[config.mk]
export PLATFORM = sky130hd
export DESIGN_NAME = flash_busy_status
export DESIGN_NICKNAME = d
export VERILOG_FILES = /design/src/rtl/flash_busy_status.sv
export SDC_FILE = /design/constraint.sdc
export NUM_CORES = 1
export LEC_CHECK = 0
export BUFFER_PORTS_ARGS = -buffer_cell sky130_fd_sc_hd__buf_4
export CAP_MARGIN = 20
export CORE_MARGIN = 3
export CORE_UTILIZATION = 46
export DETAILED_ROUTE_END_ITERATION = 8
export GPL_TIMING_DRIVEN = 0
export PLACE_DENSITY_LB_ADDON = 0.05
export SLEW_MARGIN = 15
export SYNTH_ARGS = -nofsm -noshare
export SYNTH_HDL_FRONTEND = slang
export SYNTH_SLANG_ARGS = --single-unit
[constraint.sdc]
create_clock -name clk -period 1.45 [get_ports clk]
set_clock_uncertainty 0.05 [all_clocks]
set_input_delay 0.2175 -clock clk [delete_from_list [all_inputs] [get_ports clk]]
set_output_delay 0.2175 -clock clk [all_outputs]
set_load 0.1 [all_outputs]
[src/rtl/flash_busy_status.sv]
module flash_busy_status #(
  parameter int AW           = 18,
  parameter int PROG_CYCLES  = 500,
  parameter int ERASE_CYCLES = 200000
) (
  input  logic          clk,
  input  logic          rst_n,
  input  logic          ce_n,
  input  logic          oe_n,
  input  logic          start_prog,
  input  logic          start_erase,
  input  logic [AW-1:0] cmd_addr,
  input  logic [7:0]    cmd_data,
  input  logic [7:0]    old_data,
  input  logic          rd_stb,
  input  logic [7:0]    array_rdata,
  output logic          busy,
  output logic [7:0]    rdata,
  output logic          status_sel,
  output logic          out_hiz,
  output logic          commit_prog,
  output logic          commit_erase,
  output logic [AW-1:0] commit_addr,
  output logic [7:0]    commit_data
);

  localparam int MAXC = (PROG_CYCLES > ERASE_CYCLES) ? PROG_CYCLES : ERASE_CYCLES;
  localparam int CW   = $clog2(MAXC + 1);

  logic          busy_q, is_prog_q, tog_q, cp_q, cer_q;
  logic [CW-1:0] cnt_q;
  logic [AW-1:0] lat_addr_q;
  logic [7:0]    lat_data_q, lat_old_q;

  wire wr_ok    = !ce_n && oe_n;
  wire go_prog  = start_prog && wr_ok && !busy_q;
  wire go_erase = start_erase && !start_prog && wr_ok && !busy_q;
  wire last     = busy_q && (cnt_q == CW'(1));

  always_ff @(posedge clk or negedge rst_n) begin
    if (!rst_n) begin
      busy_q     <= 1'b0;
      is_prog_q  <= 1'b0;
      tog_q      <= 1'b0;
      cp_q       <= 1'b0;
      cer_q      <= 1'b0;
      cnt_q      <= '0;
      lat_addr_q <= '0;
      lat_data_q <= '0;
      lat_old_q  <= '0;
    end else begin
      cp_q  <= 1'b0;
      cer_q <= 1'b0;
      if (go_prog || go_erase) begin
        busy_q     <= 1'b1;
        is_prog_q  <= go_prog;
        cnt_q      <= go_prog ? CW'(PROG_CYCLES) : CW'(ERASE_CYCLES);
        lat_addr_q <= cmd_addr;
        lat_data_q <= cmd_data;
        lat_old_q  <= old_data;
        tog_q      <= 1'b0;
      end else if (busy_q) begin
        cnt_q <= cnt_q - CW'(1);
        if (rd_stb) tog_q <= ~tog_q;
        if (last) begin
          busy_q <= 1'b0;
          cp_q   <= is_prog_q;
          cer_q  <= !is_prog_q;
        end
      end
    end
  end

  assign busy         = busy_q;
  assign status_sel   = busy_q;
  assign rdata        = busy_q ? {is_prog_q & ~lat_data_q[7], tog_q, array_rdata[5:0]} : array_rdata;
  assign out_hiz      = !rst_n || ce_n || oe_n;
  assign commit_prog  = cp_q;
  assign commit_erase = cer_q;
  assign commit_addr  = lat_addr_q;
  assign commit_data  = cp_q ? (lat_old_q & lat_data_q) : 8'hFF;

  AST_START_RISE: assert property (@(posedge clk) disable iff (!rst_n)
    (start_prog && !ce_n && oe_n && !busy) |=> busy);
  AST_CNT_LIVE: assert property (@(posedge clk) disable iff (!rst_n)
    busy_q |-> (cnt_q != '0));
  AST_HOLD_LATCH: assert property (@(posedge clk) disable iff (!rst_n)
    busy |=> ($stable(lat_data_q) && $stable(commit_addr)));
  AST_TOG_FLIP: assert property (@(posedge clk) disable iff (!rst_n)
    (busy && rd_stb && !last) |=> (rdata[6] != $past(rdata[6])));
  AST_FALL_COMMIT: assert property (@(posedge clk) disable iff (!rst_n)
    $fell(busy) |-> (commit_prog || commit_erase));
  AST_COMMIT_EXCL: assert property (@(posedge clk) disable iff (!rst_n)
    $onehot0({commit_prog, commit_erase}));

endmodule

==> flow_summary.toml <==
[layout]
layout_commonest_cell = "buf_4"
layout_common_cells = "buf_4 (95), dfrtp_1 (48), mux2_4 (29)"
final_area_mm2 = 0.00474
drive_gt1_share_pct = 62.0
areaGrowthSynthToFinish_pct = 71.1
final_nets = 425
antennaDiodeCount = 0

[detailed_routing]
postRouteWirelength_um = 8420
first_pass_iters = 4
dr.first_iter.drc_count = 88
antenna_left = 0
via_count = 2511
via_per_inst = 5.57
drc_errors = 0
wl_per_cell_um = 18.7

[setup_path]
arrival_ns = 1.49
r2r_start = "cnt_q[0]$_DFFE_PN0P_"
start_kind = "flop"
ff2ff_path_depth = 7
critPathCaptureType = "output pin"
worstSetupPathType = "flop to output pin"
worstPathRequired_ns = 1.18
crit_start = "busy$_DFF_PN0_"
path_max_fanout = 4
r2r_slack_ns = -0.26

[place]
place_area_mm2 = 0.00371
io_buffers = 81
place_congestion = 0.760
dpl.hpwl_um = 4430

[grt]
track_usage_pct = 22.9
antenna_found_initial = 0
overflow = 0
grt_pass1_vias = 2513
grt_max_degree = 59
grt_pass1_wl_um = 12600

[die]
fp.dieH_um = 83.6
ios = 88
initial_utilization_pct = 48.9
core_area_mm2 = 0.00568
die_area_mm2 = 0.00699
num_rows = 27
die_w_um = 83.6

[timing]
setup_viol = 62
maxSlewViolCount = 0
slew_headroom_pct = 64.8
fin_crit_sh_pct = 121
hold_viol_final = 57
fmax_ghz = 0.570
rsz0062_at_grt = "true"
min_period_ns = 1.75
tightest_slew_ns = 0.529
whs_ns = -0.219
setup_tns_ns = -9.25
fin_ws_ns = -0.304

[power_and_ir_drop]
leakagePower_uw = 0.00217
ir_drop_v = 0.00147
powerDensity_mw_per_mm2 = 1620

[yosys]
yosysWarningCount = 0
ys.flop_type = "dfrtp_1"
syn_area_per_cell_um2 = 11.2
ys_types = 50
synth-async-reset-ratio_pct = 100
synth_edf_count = 0
syn-instance-count = 247
seq_area_frac_synth_pct = 51.4
synth-seq-cells = 57
syn-num-nets = 298
syn-cell-area_mm2 = 0.00277

[clocking]
cts-buffers-inserted = 9
clk_pin_slew_ns = 0.08
worstSkewPairLatency_ns = 0.35
cts_tree = "built"
clk_path_buf_depth = 2
cts_max_level = 3
root_buffer = "clkbuf_8"
cts.sinks = 57

[run_status]
failed_checks = "hold timing, setup timing"
status = "complete, but fails checks"

[run]
drv_cap = 0

[min_path]
hp-class = "input pin to async pin"
-- critical path, stage by stage (launching register included) --
cell and delay, ns:
dfrtp_4 0.51, clkbuf_16 0.16, mux2_4 0.30, buf_12 0.17
-- power breakdown --
group          total (µW)  internal, µW  switching, µW
Sequential           2590          2050            543
Combinational        3380          1390           1990
Clock                1700           981            720
-- path summary, 6_finish.rpt --
| kind | to |
|---|---|
| setup / recovery | rdata[6] |
| hold / removal | tog_q$_DFFE_PN0P_ |
| setup reg to reg | cnt_q[14]$_DFFE_PN0P_ |
| max in group asynchronous | commit_prog$_DFF_PN0_ |
| min in group clk | commit_addr[12]$_DFFE_PN0P_ |
| hold reg to reg | commit_addr[12]$_DFFE_PN0P_ |
-- state kept, by name (all words and copies together) (netlist names) --
name	count
busy	1
cnt_q	18
commit_addr	18
commit_erase	1
commit_prog	1
is_prog_q	1
lat_data_q	8
lat_old_q	8
tog_q	1
-- metrics by stage --
stage	util [%]	setup slack, ns	cells	power (µW)	hold WS [ns]
3_3_place_gp	65.3	-0.322	400	5070	0.276
2_1_floorplan	-	-0.363	247	4530	-0.128
6_report	83.6	-0.304	451	7670	-0.219
3_5_place_dp	65.3	-0.332	400	5140	0.268
4_1_cts	80.2	-0.313	445	7260	-0.206
5_1_grt	83.6	-0.342	451	7990	-0.192
-- synth_stat cells (2+ instances only) --
master | number | area (µm²)
mux2_1 | 2 | 22.5
nor4_1 | 3 | 18.8
dfrtp_1 | 57 | 1430
a22oi_1 | 2 | 15.0
xnor2_1 | 3 | 26.3
nor2_1 | 10 | 37.5
nand3_1 | 4 | 20.0
nor3_1 | 5 | 25.0
buf_4 | 10 | 75.1
clkbuf_1 | 5 | 18.8
a211oi_1 | 4 | 30.0
ha_1 | 2 | 25.0
mux2_2 | 33 | 372
xor2_1 | 7 | 61.3
a31oi_1 | 2 | 12.5
and4b_1 | 2 | 20.0
a211o_1 | 3 | 26.3
inv_1 | 6 | 22.5
and2_1 | 3 | 18.8
nand2_1 | 36 | 135
mux2i_1 | 2 | 20.0
a21oi_1 | 6 | 30.0
buf_2 | 3 | 15.0
o31ai_1 | 2 | 15.0
nand4_1 | 2 | 12.5
o21ai_0 | 9 | 45.0
-- what timing repair did --
action | 4_1_cts | 5_1_grt
hold endpoints to repair | 57 | 57
cloned | 3 | 1
gates resized for setup | 78 | 32
pin swaps | 18 | 18
endpoints found under the setup margin | 55 | 65
setup buffers | 26 | 7
-- layout make-up --
class | count | area [µm²]
flip-flops and latches | 57 | 1440
clock buffers | 9 | 124
multi-input cells | 165 | 1560
repair buffers | 117 | 1190
inverters | 6 | 22.5
plain buffers | 18 | 221
fillers | 298 | 931
well taps | 72 | 90.1
clock inverters | 7 | 103
-- logic make-up (layout without fill, tap and decap cells) --
family,Yosys count,count (layout),share of synthesized area (%)
buf+inv,25,157,4.87
compound gates,35,35,8.44
xor+xnor,10,10,3.16
mux,37,37,14.9
simple gates,81,81,16.2
flops,57,57,51.4
fa+ha+maj,2,2,0.902
-- routing by layer --
metal	share of wire, %	track usage (%)	vias up
met2	51	38.7	111
met1	40	28.0	1252
met5	0	0	-
li1	-	-	1123
met3	6.3	6.12	25
met4	2.6	8.19	0
Note: power is estimated with default switching activity, not from simulation.
